[src/rtl/rssq_pkg.sv]
package rssq_pkg;
   // one table entry per byte lane of a register word
   localparam int unsigned LANE_W = 8;
   localparam int unsigned LANES  = 4;

   typedef enum logic {
      WSRC_SW   = 1'b0,
      WSRC_FILL = 1'b1
   } wsrc_e;
endpackage

[src/rtl/rssq_table.sv]
module rssq_table
   import rssq_pkg::*;
#(
   parameter int unsigned ENTRIES = 128,
   parameter int unsigned QIDX_W  = 3,
   localparam int unsigned IDX_W  = $clog2(ENTRIES),
   localparam int unsigned WORDS  = ENTRIES / LANES,
   localparam int unsigned ADDR_W = $clog2(WORDS),
   localparam int unsigned DATA_W = LANES * LANE_W
) (
   input  logic                      clk,
   input  logic                      rst_n,
   input  logic                      wr_en,
   input  logic [ADDR_W-1:0]         wr_word,
   input  logic [LANES-1:0]          wr_be,
   input  logic [LANES*QIDX_W-1:0]   wr_lanes,
   input  logic [ADDR_W-1:0]         rd_word,
   output logic [DATA_W-1:0]         rd_data,
   input  logic [IDX_W-1:0]          lk_idx,
   output logic [QIDX_W-1:0]         lk_entry
);

   logic [QIDX_W-1:0] ent [ENTRIES];

   for (genvar e = 0; e < ENTRIES; e++) begin : g_ent
      localparam int unsigned WSEL = e / LANES;
      localparam int unsigned LSEL = e % LANES;
      logic [QIDX_W-1:0] ent_q;
      always_ff @(posedge clk) begin
         if (!rst_n) begin
            ent_q <= '0;
         end else if (wr_en && (wr_word == ADDR_W'(WSEL)) && wr_be[LSEL]) begin
            ent_q <= wr_lanes[LSEL*QIDX_W +: QIDX_W];
         end
      end
      assign ent[e] = ent_q;
   end

   always_comb begin
      rd_data = '0;
      for (int l = 0; l < LANES; l++) begin
         rd_data[l*LANE_W +: QIDX_W] = ent[int'(rd_word) * LANES + l];
      end
   end

   assign lk_entry = ent[lk_idx];

endmodule

[src/rtl/rssq_fill.sv]
module rssq_fill
   import rssq_pkg::*;
#(
   parameter int unsigned ENTRIES = 128,
   parameter int unsigned QIDX_W  = 3,
   localparam int unsigned WORDS  = ENTRIES / LANES,
   localparam int unsigned ADDR_W = $clog2(WORDS),
   localparam int unsigned QCNT_W = QIDX_W + 1,
   localparam int unsigned MAXQ   = 1 << QIDX_W
) (
   input  logic                      clk,
   input  logic                      rst_n,
   input  logic                      start,
   input  logic                      allow,
   input  logic [QCNT_W-1:0]         qcount,
   output logic                      busy,
   output logic                      wr_en,
   output logic [ADDR_W-1:0]         wr_word,
   output logic [LANES*QIDX_W-1:0]   wr_lanes
);

   logic [ADDR_W-1:0] word_q;
   logic [QCNT_W-1:0] qlim_q;
   logic [QCNT_W-1:0] base_q;
   logic [QCNT_W-1:0] qsel;
   logic [QCNT_W-1:0] lane_v [LANES];
   logic [QCNT_W-1:0] next_base;

   function automatic logic [QCNT_W-1:0] step(input logic [QCNT_W-1:0] cur,
                                              input logic [QCNT_W-1:0] lim);
      logic [QCNT_W-1:0] n;
      n = cur + 1'b1;
      return (n >= lim) ? '0 : n;
   endfunction

   // zero maps to one queue, oversize counts saturate at the widest index
   always_comb begin
      if (qcount == '0)               qsel = QCNT_W'(1);
      else if (qcount > QCNT_W'(MAXQ)) qsel = QCNT_W'(MAXQ);
      else                            qsel = qcount;
   end

   always_comb begin
      lane_v[0] = base_q;
      for (int k = 1; k < LANES; k++) begin
         lane_v[k] = step(lane_v[k-1], qlim_q);
      end
      next_base = step(lane_v[LANES-1], qlim_q);
      for (int k = 0; k < LANES; k++) begin
         wr_lanes[k*QIDX_W +: QIDX_W] = lane_v[k][QIDX_W-1:0];
      end
   end

   always_ff @(posedge clk) begin
      if (!rst_n) begin
         busy   <= 1'b0;
         word_q <= '0;
         qlim_q <= QCNT_W'(1);
         base_q <= '0;
      end else if (busy) begin
         base_q <= next_base;
         word_q <= word_q + 1'b1;
         if (word_q == ADDR_W'(WORDS - 1)) busy <= 1'b0;
      end else if (start && allow) begin
         busy   <= 1'b1;
         word_q <= '0;
         base_q <= '0;
         qlim_q <= qsel;
      end
   end

   assign wr_en   = busy;
   assign wr_word = word_q;

endmodule

[src/rtl/rssq_lookup.sv]
module rssq_lookup #(
   parameter int unsigned HASH_W = 32,
   parameter int unsigned IDX_W  = 7,
   parameter int unsigned QIDX_W = 3
) (
   input  logic               clk,
   input  logic               rst_n,
   input  logic               hv,
   input  logic [HASH_W-1:0]  hash,
   input  logic               blank,
   input  logic [QIDX_W-1:0]  entry,
   output logic [IDX_W-1:0]   idx,
   output logic               qv,
   output logic [QIDX_W-1:0]  qi
);

   assign idx = hash[IDX_W-1:0];

   always_ff @(posedge clk) begin
      if (!rst_n) begin
         qv <= 1'b0;
         qi <= '0;
      end else begin
         qv <= hv;
         if (hv) qi <= blank ? '0 : entry;
      end
   end

endmodule

[src/rtl/rss_queue_map.sv]
module rss_queue_map
   import rssq_pkg::*;
#(
   parameter int unsigned ENTRIES = 128,
   parameter int unsigned QIDX_W  = 3,
   parameter int unsigned HASH_W  = 32,
   localparam int unsigned IDX_W  = $clog2(ENTRIES),
   localparam int unsigned WORDS  = ENTRIES / LANES,
   localparam int unsigned ADDR_W = $clog2(WORDS),
   localparam int unsigned DATA_W = LANES * LANE_W,
   localparam int unsigned QCNT_W = QIDX_W + 1
) (
   input  logic               clk,
   input  logic               rst_n,
   input  logic               stop_clr,
   input  logic               fill_start,
   input  logic [QCNT_W-1:0]  fill_qcount,
   output logic               fill_busy,
   output logic               sw_written,
   input  logic               reg_we,
   input  logic [ADDR_W-1:0]  reg_addr,
   input  logic [LANES-1:0]   reg_be,
   input  logic [DATA_W-1:0]  reg_wdata,
   output logic [DATA_W-1:0]  reg_rdata,
   input  logic               hash_valid,
   input  logic [HASH_W-1:0]  hash,
   output logic               q_valid,
   output logic [QIDX_W-1:0]  q_index
);

   if ((1 << IDX_W) != ENTRIES || ENTRIES % LANES != 0) begin : g_bad_entries
      $error("ENTRIES must be a power of two and a multiple of the lane count");
   end
   if (QIDX_W > LANE_W || QIDX_W == 0) begin : g_bad_qidx
      $error("QIDX_W must fit a byte lane");
   end
   if (HASH_W < IDX_W) begin : g_bad_hash
      $error("HASH_W too narrow for the table index");
   end

   logic                    f_we;
   logic [ADDR_W-1:0]       f_word;
   logic [LANES*QIDX_W-1:0] f_lanes;
   logic [LANES*QIDX_W-1:0] s_lanes;
   logic                    s_we;
   wsrc_e                   src;
   logic                    t_we;
   logic [ADDR_W-1:0]       t_word;
   logic [LANES-1:0]        t_be;
   logic [LANES*QIDX_W-1:0] t_lanes;
   logic [IDX_W-1:0]        lk_idx;
   logic [QIDX_W-1:0]       lk_entry;
   logic                    owned_q;

   for (genvar l = 0; l < LANES; l++) begin : g_sw_lane
      assign s_lanes[l*QIDX_W +: QIDX_W] = reg_wdata[l*LANE_W +: QIDX_W];
   end

   // software writes only land while the fill engine is idle
   assign s_we   = reg_we && !fill_busy && (reg_be != '0);
   assign src    = fill_busy ? WSRC_FILL : WSRC_SW;
   assign t_we   = (src == WSRC_FILL) ? f_we : s_we;
   assign t_word = (src == WSRC_FILL) ? f_word : reg_addr;
   assign t_be   = (src == WSRC_FILL) ? '1 : reg_be;
   assign t_lanes = (src == WSRC_FILL) ? f_lanes : s_lanes;

   always_ff @(posedge clk) begin
      if (!rst_n)        owned_q <= 1'b0;
      else if (stop_clr) owned_q <= 1'b0;
      else if (s_we)     owned_q <= 1'b1;
   end
   assign sw_written = owned_q;

   rssq_fill #(
      .ENTRIES (ENTRIES),
      .QIDX_W  (QIDX_W)
   ) i_fill (
      .clk      (clk),
      .rst_n    (rst_n),
      .start    (fill_start),
      .allow    (!owned_q),
      .qcount   (fill_qcount),
      .busy     (fill_busy),
      .wr_en    (f_we),
      .wr_word  (f_word),
      .wr_lanes (f_lanes)
   );

   rssq_table #(
      .ENTRIES (ENTRIES),
      .QIDX_W  (QIDX_W)
   ) i_table (
      .clk      (clk),
      .rst_n    (rst_n),
      .wr_en    (t_we),
      .wr_word  (t_word),
      .wr_be    (t_be),
      .wr_lanes (t_lanes),
      .rd_word  (reg_addr),
      .rd_data  (reg_rdata),
      .lk_idx   (lk_idx),
      .lk_entry (lk_entry)
   );

   rssq_lookup #(
      .HASH_W (HASH_W),
      .IDX_W  (IDX_W),
      .QIDX_W (QIDX_W)
   ) i_lookup (
      .clk   (clk),
      .rst_n (rst_n),
      .hv    (hash_valid),
      .hash  (hash),
      .blank (fill_busy),
      .entry (lk_entry),
      .idx   (lk_idx),
      .qv    (q_valid),
      .qi    (q_index)
   );

endmodule

[config.mk]
export PLATFORM = sky130hd
export DESIGN_NAME = rss_queue_map
export DESIGN_NICKNAME = d
export VERILOG_FILES = /design/src/rtl/rssq_pkg.sv /design/src/rtl/rssq_table.sv /design/src/rtl/rssq_fill.sv /design/src/rtl/rssq_lookup.sv /design/src/rtl/rss_queue_map.sv
export SDC_FILE = /design/constraint.sdc
export NUM_CORES = 1
export LEC_CHECK = 0
export BUFFER_PORTS_ARGS = -buffer_cell sky130_fd_sc_hd__buf_2
export CAP_MARGIN = 0
export CORE_ASPECT_RATIO = 2
export CORE_MARGIN = 2
export CORE_UTILIZATION = 28
export DETAILED_ROUTE_END_ITERATION = 6
export PLACE_DENSITY = 0.41
export REMOVE_ABC_BUFFERS = 1
export SLEW_MARGIN = 20
export SYNTH_ARGS = -nofsm -noshare
export SYNTH_HDL_FRONTEND = slang
export SYNTH_HIERARCHICAL = 1
export SYNTH_SLANG_ARGS = --single-unit
[constraint.sdc]
create_clock -name clk -period 7.9 [get_ports clk]
set_input_delay 0 -clock clk [delete_from_list [all_inputs] [get_ports clk]]
set_output_delay 0 -clock clk [all_outputs]
set_load 0.05 [all_outputs]
---- Word-level counts from Yosys, hierarchy flattened ----
Index checks and enable logic that the tools add are counted.
operators by class
  reduce and logical (&&, ||, !) cells .... 171
  order comparisons ....................... 10
  bitwise operators ....................... 7
  equality and inequality tests ........... 32
  $add $sub $neg .......................... 8
  muxes and demuxes ....................... 34
operators by type and width
  operator                                                             number
  logical AND 1 bit                                                    163
  greater-or-equal comparator 33 x 8 -> 1 bit (second input constant)  4
  binary-select mux 3 bit (select 7 bit)                               5
  NOT 32 -> 33 bit                                                     3
  equality test 5 bit (second input constant)                          17
  equality test 5 x 4 -> 1 bit (second input constant)                 8
  2-to-1 mux 4 bit                                                     9
  2-to-1 mux 3 bit                                                     11
  NOT 7 -> 33 bit                                                      1
  equality test 5 x 3 -> 1 bit (second input constant)                 4
  adder 4 x 1 -> 4 bit (second input constant)                         4
  adder 7 x 2 -> 8 bit (second input constant)                         2
  greater-or-equal comparator 4 bit                                    4
  2-to-1 mux 5 bit                                                     3
  2-to-1 mux 12 bit                                                    1
  equality test 5 x 2 -> 1 bit (second input constant)                 2
  adder 7 x 1 -> 8 bit (second input constant)                         1
  greater-or-equal comparator 8 bit (second input constant)            1
  NOT 7 -> 8 bit                                                       1
  adder 5 x 1 -> 5 bit (second input constant)                         1
  equality test 5 x 1 -> 1 bit (second input constant)                 1
  logical NOT 5 bit                                                    1
  2-to-1 mux 1 bit                                                     5
  > comparator 4 bit (second input constant)                           1
  7 further kinds                                                      9
word-level totals
  output and inout bits ................... 38
  bits in registers ....................... 403

---- Logic depth before layout (Yosys ltp) ----
Gate-level depths: netlist of run 1.
  depth after elaboration ................. 13
  mapped depth ............................ 30
  gate-level depth less buffers ........... 30

---- Modules after synthesis ----
The synthesis of run 1 kept the hierarchy.
by module, submodules not included
  module         area an instance (um^2)  cells an instance  times used
  rssq_table     21274.2                  1756               1
  rssq_fill      1412.6                   163                1
  rss_queue_map  319.1                    32                 1
  rssq_lookup    200.2                    21                 1

---- Least setup slack after synthesis of run 1 ----
OpenSTA, ideal clock, no wires.
  path kind ............................... register to register
  from .................................... register i_fill.base_q[0]
  to ...................................... register i_fill.base_q[3]
  arrival time ............................ 6.571 ns
  required time ........................... 7.838 ns
  cell stages (with the launch flop) ...... 31
  slack ................................... 1.267 ns
  setup time .............................. 0.062 ns
  cell sequence ........................... dfxtp_1 ha_1 xnor2_1 inv_1 ha_1 o211ai_2 o21a_1 and2_1 ha_1 xor2_1 inv_1 ha_1 nor3_1 or2_2 nor2_1 nor2_1 ha_1 or3_4 nand2_1 ha_1 or2_1 a21oi_1 nor2_1 nor2_1 ha_1 ha_1 a21o_1 a21o_1 a211oi_1 or4b_1 nand3_1
on the way
  longest elaborated chain between the ends .. 13
RTL lines
  element                                line                 source
  start, declared                        rssq_fill.sv:24      logic [QCNT_W-1:0] base_q;
  start signal, assigned                 rssq_fill.sv:61      base_q <= next_base;
  adder 4 x 1 -> 4 bit (*)               rssq_fill.sv:32      n = cur + 1'b1;
  greater-or-equal comparator 4 bit      rssq_fill.sv:33      return (n >= lim) ? '0 : n;
  2-to-1 mux 4 bit (*)                   rssq_fill.sv:33
  named net f_lanes[4]                   rss_queue_map.sv:43  logic [LANES*QIDX_W-1:0] f_lanes;
  adder 4 x 1 -> 4 bit (*)               rssq_fill.sv:32
  greater-or-equal comparator 4 bit (*)  rssq_fill.sv:33
  2-to-1 mux 4 bit (*)                   rssq_fill.sv:33
  named net f_lanes[6]                   rss_queue_map.sv:43
  adder 4 x 1 -> 4 bit (*)               rssq_fill.sv:32
  greater-or-equal comparator 4 bit      rssq_fill.sv:33
  2-to-1 mux 4 bit (*)                   rssq_fill.sv:33
  named net f_lanes[9]                   rss_queue_map.sv:43
  adder 4 x 1 -> 4 bit (*)               rssq_fill.sv:32
  greater-or-equal comparator 4 bit      rssq_fill.sv:33
  2-to-1 mux 4 bit (*)                   rssq_fill.sv:33
  2-to-1 mux 4 bit (*)                   rssq_fill.sv:60      end else if (busy) begin
Mark *: on every way through the listed nets, which the timed path passes. The rest lies on a longest branch.
A chain may end at the register's enable or synchronous reset.

---- Final worst setup path of run 1 ----
Ends and elaborated chain as after synthesis.

==> impl_results.md, run 1 <==
- Max capacitance violation total: 0
- Multi-input logic area: 14300 sq um
- Final net count: 2015
- Fin. max-slew vios: 0
- Most frequent cells in the layout: 403 x dfxtp_1, 388 x nor2b_1, 385 x mux2i_1
- Crit path DAT: 7.96 ns
- Placed Area: 24200 sq um
- Post-synth top flop: dfxtp_1
- Most common cell after layout, fill and taps aside: dfxtp_1
- Drt wl/cell: 27.4 microns
- Clk_skew: 0.0240 ns
- Port Buffers: 55
- Final worst hold slack: 0.170 ns
- Clock Tree Buf Depth: 3
- Die height: 411 microns
- Htree depth: 2
- Clk slew on worst S/H paths: 0.06 ns
- Worst Setup Start Kind: register
- Share of layout cells above drive strength 1: 22.8%
- # Post-CTS Setup Buffers: 0
- Final hold violation count: 0
- Gr usage total: 18.9%
- Ant. Diodes: 0
- Largest net degree at the start of global routing: 203
- Cts bufs inserted: 41
- Worst Path Required: 8.40 ns
- Pleak: 11.0 nW
- Cell Area, Synth: 23200 sq um
- Post-synth cell types: 62
- Pwr Density: 193 nW/um^2
- Max Freq: 0.134 GHz
- CTS tree: done
- Number of synthesized flops with an enable pin: 0
- DR vias/cell: 5.14
- Die Span X: 208 microns
- RD Place Congestion: 0.832
- CTS sink count: 403
- Fill count: 8235
- DP Cell Count: 2914
- Initial Utilization: 28.2%
- Worst-Margin Slew: 1.10 ns
- First DRT Iteration DRCs: 888
- Max incr delay on CP: 0.49 ns
- DR vias: 15400
- Post-route insts no fill: 2989
- Row cnt: 149
- Final Instance Area: 25600 sq um
- Synth warnings: 6
- Crit path capture type: register
- Layout area overhead: 10.1%
- Crit-path most repeated cell: ha_1
- Ys async rst share: 0%
- RSZ-0062 raised after global routing: no
- Gate Count Post-Synth: 1972
- Register Area: 8070 sq um
- Clock latency on the worst-skew pair: 0.58 ns
- Die area: 85300 sq um
- Number of global-route vias before repair: 16200
- Post-DP HPWL: 58300 microns
- Run status: finished, final reports clean
- Post-Route WL: 81800 microns
- Sequential cell area fraction in the yosys report: 34.8%
- Clock root buffer: clkbuf_16
- Worst hold path type: in -> reg
- Total core area: 82200 sq um
- Critical path peak fanout: 9
- Remaining antenna violation count: 0
- Setup Viol. Count Final: 0
- Post-route setup TNS: 0 ns
- Syn avg cell area: 11.8 sq um
- IO Count: 121
- Worst path slowest cell: dfxtp_1
- Slew headroom: 25.5%
- Critical path type: reg -> reg
- Fin crit share: 94.4%
- Seq cells post-synth: 403
- DRC: 0
- Initial antenna violation count: 0
- Global-route wire length before repair: 118000 microns
- GRT Residual Overflow: 0
- Pre-antenna DRT Iters: 5
- Peak VDD IR: 0.000118 V
- Min Tclk post-route: 7.46 ns
- Power, Total: 4.93 mW
metrics by stage:
stage	setup slack [ns]	util [%]
2_1_floorplan	1.27	-
3_3_place_gp	0.388	29.4
3_5_place_dp	0.333	29.4
4_1_cts	0.316	31.1
5_1_grt	0.0164	31.1
6_report	0.443	31.1
final timing paths:
kind                            startpoint                             to  slack [ns]  cells after the start
max          i_fill/base_q[0]$_SDFFE_PN0P_  i_fill/base_q[3]$_SDFFE_PN0P_        0.44                     30
min                                hash[6]    i_lookup/qi[2]$_SDFFE_PN0P_        0.17                      5
max reg2reg  i_fill/base_q[0]$_SDFFE_PN0P_  i_fill/base_q[3]$_SDFFE_PN0P_        0.44                     30
min reg2reg  i_fill/qlim_q[1]$_SDFFE_PN0P_  i_fill/qlim_q[1]$_SDFFE_PN0P_        0.49                      2
area by class of cell:
cell class,count,share of cell area [%]
clock inverters,9,0.509
flip-flops and latches,403,31.6
repair buffers,89,2.33
inverters,13,0.191
well taps,1057,5.17
multi-input cells,1362,55.8
clock buffers,56,4.47
critical path: cells and delay by family (launching register included):
| kind | cells | cell delay, ns |
|---|---|---|
| and+or+nand+nor | 12 | 2.69 |
| xor gates and xnor gates | 2 | 0.50 |
| buffers and inverters | 2 | 0.20 |
| adders and majority gates | 8 | 2.24 |
| AOI/OAI and AO/OA | 6 | 1.30 |
| DFF | 1 | 0.49 |
layer usage:
| layer | vias to the layer above | share of wire, % | wire, microns | global-route usage, % |
|---|---|---|---|---|
| met2 | 314 | 57 | 46500 | 38.0 |
| met3 | 129 | 2.4 | 1990 | 1.50 |
| met4 | 0 | 5.4 | 4420 | 9.79 |
| li1 | 7071 | - | - | - |
| met5 | - | 0 | 0 | 0 |
| met1 | 7848 | 35 | 28900 | 19.2 |
timing repair:
item                                   in CTS  in global routing
resized for setup                           0                  2
setup endpoints to repair                   0                  1
endpoints found under the hold margin      85                  0
hold buffers                               10                  0
state kept, by name (all words and copies together) (netlist names):
register and count:
i_lookup/qi 3, sw_written 1, i_lookup/qv 1, i_table/g_ent.ent_q 384
i_fill/qlim_q 4, i_fill/wr_word 5, i_fill/base_q 4, i_fill/busy 1
power breakdown:
part | switching (mW) | internal, mW | total (mW) | leakage, nW
Clock | 0.859 | 1.10 | 1.96 | 0.622
Sequential | 0.0204 | 2.05 | 2.07 | 3.25
Combinational | 0.594 | 0.303 | 0.897 | 7.09
Total | 1.47 | 3.46 | 4.93 | 11.0
logic make-up after synthesis:
kind of cell               share of synthesized area (%)
DFF                                                 34.8
and+or+nand+nor                                     15.6
adders and majority gates                           1.19
xor gates and xnor gates                           0.361
buffers and inverters                               4.42
muxes                                               42.1
AOI/OAI and AO/OA                                   1.56
other                                             0.0162
cell usage after synthesis (all sizes together) (5+ instances only):
master | count | area (sq um)
mux4 | 246 | 5540
inv | 13 | 48.8
o21ai | 7 | 38.8
clkbuf | 149 | 559
o211ai | 8 | 70.1
nor2b | 390 | 2440
mux2i | 386 | 3880
nand2b | 6 | 45.0
nand3b | 7 | 52.6
buf | 64 | 418
mux2 | 32 | 360
ha | 22 | 275
or2 | 7 | 43.8
a21oi | 12 | 67.6
dfxtp | 403 | 8070
nand3 | 132 | 661
nand2 | 9 | 33.8
nor2 | 21 | 78.8
and2 | 5 | 32.5
No activity file was read; power rests on OpenSTA's default activity.
==> run 2, diff against run 1 <==
- RECOVER_POWER: default -> 100
==> run 2 against run 1 <==
Against the previous run:
- the flow now finishes with violations (max-capacitance violations, max-slew violations)
- fmax up 0.28%
- die area unchanged
- via count up 0.44%
- combinational power about the same
- global-route usage unchanged
- design area down 0.37%
- first-iteration DRC count up 5.5%
- largest cell class unchanged
==> impl_results.md, run 2 (synthesis results as in run 1) <==
- Run status: finished, violations left
- Failing checks: max-capacitance violations, max-slew violations
- Die Span X: 208 microns (unchanged)
- IO Count: 121 (unchanged)
- Worst hold path type: in -> reg
- DRC: 0 (unchanged)
- Pleak: 10.9 nW (-0.99%)
- Final net count: 2015 (unchanged)
- Fill count: 8245 (+0.12%)
- Drt wl/cell: 27.4 microns (about the same)
- Fin crit share: 94.1% (-0.27 points)
- Htree depth: 2 (unchanged)
- GRT Residual Overflow: 0 (unchanged)
- CTS sink count: 403 (unchanged)
- Clk_skew: 0.0199 ns (-0.00404 ns)
- Final hold violation count: 0 (unchanged)
- Slew headroom: -103% (-130 points)
- Largest net degree at the start of global routing: 203 (unchanged)
- Die area: 85300 sq um (unchanged)
- Total core area: 82200 sq um (unchanged)
- Post-DP HPWL: 58300 microns (unchanged)
- Clock root buffer: clkbuf_16
- Die height: 411 microns (unchanged)
- Max capacitance violation total: 10 (+10)
- # Post-CTS Setup Buffers: 0 (unchanged)
- Largest reg by FF count: i_table/g_ent.ent_q
- Share of layout cells above drive strength 1: 21.2% (-1.6 points)
- Post-route setup TNS: 0 ns (unchanged)
- Layout area overhead: 9.74%
- Port Buffers: 55 (unchanged)
- Post-Route WL: 81800 microns (about the same)
- Critical path peak fanout: 9 (unchanged)
- Most frequent cells in the layout: 403 x dfxtp_1, 390 x nor2b_1, 385 x mux2i_1
- Cts bufs inserted: 41 (unchanged)
- Clock Tree Buf Depth: 3 (unchanged)
- First DRT Iteration DRCs: 937 (+5.5%)
- Critical path type: reg -> reg
- DP Cell Count: 2914 (unchanged)
- Ant. Diodes: 0 (unchanged)
- Worst-Margin Slew: 3.05 ns (+1.95 ns)
- Min Tclk post-route: 7.44 ns (-0.0210 ns)
- Pre-antenna DRT Iters: 5 (unchanged)
- Gr usage total: 18.9% (unchanged)
- Most common cell after layout, fill and taps aside: dfxtp_1
- Peak VDD IR: 0.000120 V (+2.0%)
- Number of global-route vias before repair: 16200 (unchanged)
- Setup ws final: 0.464 ns (+0.0210 ns)
- Clock latency on the worst-skew pair: 0.57 ns (about the same)
- Initial antenna violation count: 0 (unchanged)
- Crit path DAT: 7.93 ns (-0.03 ns)
- CTS tree: done
- Max Freq: 0.134 GHz (+0.28%)
- Pwr Density: 193 nW/um^2 (+0.31%)
- Worst Setup Start Kind: register
- Place WS: 0.333 ns (unchanged)
- Post-route insts no fill: 2989 (unchanged)
- Fin. max-slew vios: 396 (+396)
- Remaining antenna violation count: 0 (unchanged)
- Global-route wire length before repair: 118000 microns (unchanged)
- DR vias: 15400 (+0.44%)
- Setup Viol. Count Final: 0 (unchanged)
- RSZ-0062 raised after global routing: no
- Worst Path Required: 8.39 ns (about the same)
- Largest register FFs: 384 (unchanged)
- RD Place Congestion: 0.832 (unchanged)
- Final worst hold slack: 0.169 ns (-0.000857 ns)
- Max incr delay on CP: 0.49 ns (about the same)
- Worst path slowest cell: dfxtp_1
- Clk slew on worst S/H paths: 0.06 ns (about the same)
- DR vias/cell: 5.16 (+0.44%)
- Initial Utilization: 28.2% (unchanged)
- Row cnt: 149 (unchanged)
- Crit-path most repeated cell: ha_1
- Crit path capture type: register
-- run 2: cell types whose count changed in the layout (fill, tap and decap cells not counted), moves of 2 or more --
cell	delta
nor2b_1	+2
mux2_1	+2
clkbuf_1	+22
buf_2	-15
buf_4	-6
mux2_2	-2
-- run 2: metrics by stage --
| stage | power (mW) | instance area (sq um) | utilization [%] |
|---|---|---|---|
| 2_1_floorplan | 2.64 | 22300 | - |
| 5_1_grt | 5.13 | 25500 | 31.0 |
| 6_report | 4.93 | 25500 | 31.0 |
| 3_3_place_gp | 3.01 | 24200 | 29.4 |
| 3_5_place_dp | 3.01 | 24200 | 29.4 |
| 4_1_cts | 5.02 | 25500 | 31.1 |
-- run 2: critical path: cells and delay by family (launching register included) --
family          cells  cell delay, ns
buf+inv             2            0.20
compound gates      6            1.29
flops               1            0.49
simple gates       12            2.64
xor+xnor            2            0.50
fa+ha+maj           8            2.25
-- run 2: worst paths after layout --
| path | start | endpoint | slack (ns) | cells past startpoint |
|---|---|---|---|---|
| min | hash[6] | i_lookup/qi[2]$_SDFFE_PN0P_ | 0.17 | 5 |
| max reg2reg | i_fill/base_q[0]$_SDFFE_PN0P_ | i_fill/base_q[3]$_SDFFE_PN0P_ | 0.46 | 30 |
| min reg2reg | i_lookup/qi[1]$_SDFFE_PN0P_ | i_lookup/qi[1]$_SDFFE_PN0P_ | 0.49 | 2 |
| max | i_fill/base_q[0]$_SDFFE_PN0P_ | i_fill/base_q[3]$_SDFFE_PN0P_ | 0.46 | 30 |
-- run 2: layout make-up --
type	instances	area, sq um	area share [%]
clock buffers	56	1140	4.49
clock inverters	9	130	0.511
inverters	13	48.8	0.192
multi-input cells	1362	14200	55.8
flip-flops and latches	403	8070	31.7
well taps	1057	1320	5.19
repair buffers	89	537	2.11
-- run 2: power breakdown --
part	total [mW]	leakage, nW	internal (mW)	switching [mW]
clock network	1.96	0.622	1.10	0.859
logic	0.894	6.98	0.303	0.591
registers	2.07	3.25	2.05	0.0205
total	4.93	10.9	3.46	1.47
-- run 2: layer usage --
layer,track usage [%],vias to the layer above,routed length [microns]
li1,-,7069,-
met4,9.79,0,4470
met5,0,-,0
met1,19.2,7888,28600
met3,1.50,130,2070
met2,38.0,343,46700
-- run 2: repair_timing --
item / CTS / global route
endpoints found under the hold margin: 85 / 0
hold buffers: 10 / 0
endpoints found under the setup margin: 0 / 1
resized for setup: 0 / 2
==> run 3, diff against run 2 <==
- CTS_BUF_LIST: default -> sky130_fd_sc_hd__clkbuf_8
==> run 3 against run 2 <==
Against the previous run:
- the run still ends with max-capacitance violations, max-slew violations left
- largest power group unchanged
- via count up 0.77%
- design area increased by 0.25%
- hold slack lost 0.083 ns
==> impl_results.md, run 3 (synthesis results as in run 1) <==
- Run status: finished, violations left
- Failing checks: max-capacitance violations, max-slew violations
- Row cnt: 149 (unchanged)
- Most common cell after layout, fill and taps aside: dfxtp_1
- Clk slew on worst S/H paths: 0.07 ns (about the same)
- Final net count: 2041 (+1.3%)
- Initial antenna violation count: 3 (+3)
- RD Place Congestion: 0.832 (unchanged)
- Layout area overhead: 10.0%
- Number of global-route vias before repair: 16500 (+1.8%)
- Worst Path Required: 8.52 ns (+0.13 ns)
- Largest register FFs: 384 (unchanged)
- CTS sink count: 403 (unchanged)
- IO Count: 121 (unchanged)
- Slew headroom: -102% (+0.89 points)
- RSZ-0062 raised after global routing: no
- DR vias: 15500 (+0.77%)
- Crit path DAT: 8.06 ns (+0.13 ns)
- Largest reg by FF count: i_table/g_ent.ent_q
- Met3 WL: 2400 microns (+16%)
- Port Buffers: 55 (unchanged)
- Gr usage total: 19.2% (+0.26 points)
- Power, Total: 4.88 mW (-0.92%)
- Die area: 85300 sq um (unchanged)
- Family with the most delay on the worst path: simple AND/OR/NAND/NOR gates
- Fin. max-slew vios: 396 (unchanged)
- Max Freq: 0.134 GHz (-0.12%)
- Post-route setup TNS: 0 ns (unchanged)
- Clock latency on the worst-skew pair: 0.68 ns (+0.11 ns)
- Multi-input logic area: 14200 sq um (unchanged)
- # Post-CTS Setup Buffers: 0 (unchanged)
- Peak VDD IR: 0.000112 V (-7.0%)
- Cts bufs inserted: 66 (+61%)
- Topmost layer with routed signal wires: met5
- Register Area: 8070 sq um (unchanged)
- Max incr delay on CP: 0.50 ns (about the same)
- Critical path type: reg -> reg
- Clk_skew: 0.0288 ns (+0.00891 ns)
- Critical path peak fanout: 9 (unchanged)
- Post-DP HPWL: 58300 microns (unchanged)
- Remaining antenna violation count: 0 (unchanged)
- Fin crit share: 94.2% (+0.11 points)
- Metal2 WL: 46400 microns (-0.57%)
- Htree depth: 3 (+1)
- Worst-Margin Slew: 3.04 ns (-0.0133 ns)
- Fill count: 8284 (+0.47%)
- Pleak: 11.0 nW (+1.0%)
- Worst hold path type: in -> reg
- Final hold violation count: 0 (unchanged)
- Min Tclk post-route: 7.44 ns (+0.00856 ns)
- Most frequent cells in the layout: 403 x dfxtp_1, 390 x nor2b_1, 385 x mux2i_1
- CTS tree: done
- Fin util: 31.1% (+0.076 points)
- Max capacitance violation total: 10 (unchanged)
- Pwr Density: 191 nW/um^2 (-1.2%)
- Post-Route WL: 82600 microns (+0.90%)
- Die Span X: 208 microns (unchanged)
- Clock root buffer: clkbuf_8
- Share of layout cells above drive strength 1: 22.9% (+1.7 points)
- Drt wl/cell: 27.2 microns (-0.79%)
- Crit-path most repeated cell: ha_1
- Crit path capture type: register
- GRT Residual Overflow: 0 (unchanged)
- Pre-antenna DRT Iters: 5 (unchanged)
- First DRT Iteration DRCs: 879 (-6.2%)
- DRT met1 WL: 28700 microns (+0.45%)
- Setup Viol. Count Final: 0 (unchanged)
- Die height: 411 microns (unchanged)
- Global-route wire length before repair: 119000 microns (+0.80%)
- Worst path slowest cell: dfxtp_1
- Clock Tree Buf Depth: 3 (unchanged)
- Total core area: 82200 sq um (unchanged)
- Worst Setup Start Kind: register
- Buf+Inv Stages, Crit Path: 2 (unchanged)
- DRC: 0 (unchanged)
- DR vias/cell: 5.11 (-0.92%)
- Initial Utilization: 28.2% (unchanged)
- Largest net degree at the start of global routing: 203 (unchanged)
-- run 3: changes by cell type in the layout (fill, tap and decap cells not counted) --
cell / previous run / this run
clkbuf_1: 31 / 22
diode_2: 0 / 1
bufinv_16: 3 / 2
inv_1: 13 / 27
clkinvlp_4: 1 / 6
clkbuf_16: 41 / 0
dlygate4sd3_1: 10 / 11
clkbuf_8: 6 / 80
clkinv_2: 3 / 11
inv_6: 2 / 1
-- run 3: what timing repair did --
| item | 4_1_cts | 5_1_grt |
|---|---|---|
| resized for setup | 0 | 2 |
| setup endpoints to repair | 0 | 1 |
| hold endpoints to repair | 90 | 0 |
| hold buffers | 11 | 0 |
-- run 3: metrics by stage --
stage	area [sq um]	hold WS (ns)	setup slack, ns	cells
6_report	25500	0.0860	0.456	3040
5_1_grt	25500	0.0825	0.0302	3040
4_1_cts	25600	0.0202	0.315	3039
3_5_place_dp	24200	0.217	0.333	2914
3_3_place_gp	24200	0.217	0.388	2914
2_1_floorplan	22300	0.102	1.27	1778
-- run 3: where the power goes --
group / switching [mW] / leakage [nW] / internal (mW) / total (mW)
registers: 0.0204 / 3.25 / 2.05 / 2.07
clock network: 0.931 / 0.726 / 0.986 / 1.92
logic: 0.591 / 6.99 / 0.303 / 0.894
total: 1.54 / 11.0 / 3.34 / 4.88
-- run 3: tightest hold or removal path: stages --
cell	delay, ns
buf_2	0.16
mux4_2	0.22
mux2_2	0.17
nand4b_1	0.10
nand2_1	0.07
-- run 3: metal layers --
| metal | track usage, % | vias to the layer above |
|---|---|---|
| li1 | - | 7131 |
| met4 | 11.1 | 4 |
| met1 | 18.9 | 7907 |
| met2 | 37.8 | 355 |
| met3 | 2.50 | 152 |
| met5 | 0 | - |
-- run 3: area by class of cell --
| class | instances | share of cell area [%] |
|---|---|---|
| multi-input cells | 1362 | 55.7 |
| well taps | 1057 | 5.18 |
| repair buffers | 90 | 2.14 |
| clock buffers | 80 | 4.31 |
| clock inverters | 34 | 0.868 |
| inverters | 13 | 0.191 |
| diodes | 1 | 0.00980 |
| flip-flops and latches | 403 | 31.6 |
-- run 3: final timing paths --
kind                                      start                       endpoint  slack, ns  cells after the start
setup / recovery  i_fill/base_q[0]$_SDFFE_PN0P_  i_fill/base_q[3]$_SDFFE_PN0P_       0.46                     30
hold / removal                          hash[6]    i_lookup/qi[1]$_SDFFE_PN0P_       0.09                      5
setup reg to reg  i_fill/base_q[0]$_SDFFE_PN0P_  i_fill/base_q[3]$_SDFFE_PN0P_       0.46                     30
hold reg to reg   i_fill/qlim_q[1]$_SDFFE_PN0P_  i_fill/qlim_q[1]$_SDFFE_PN0P_       0.49                      2
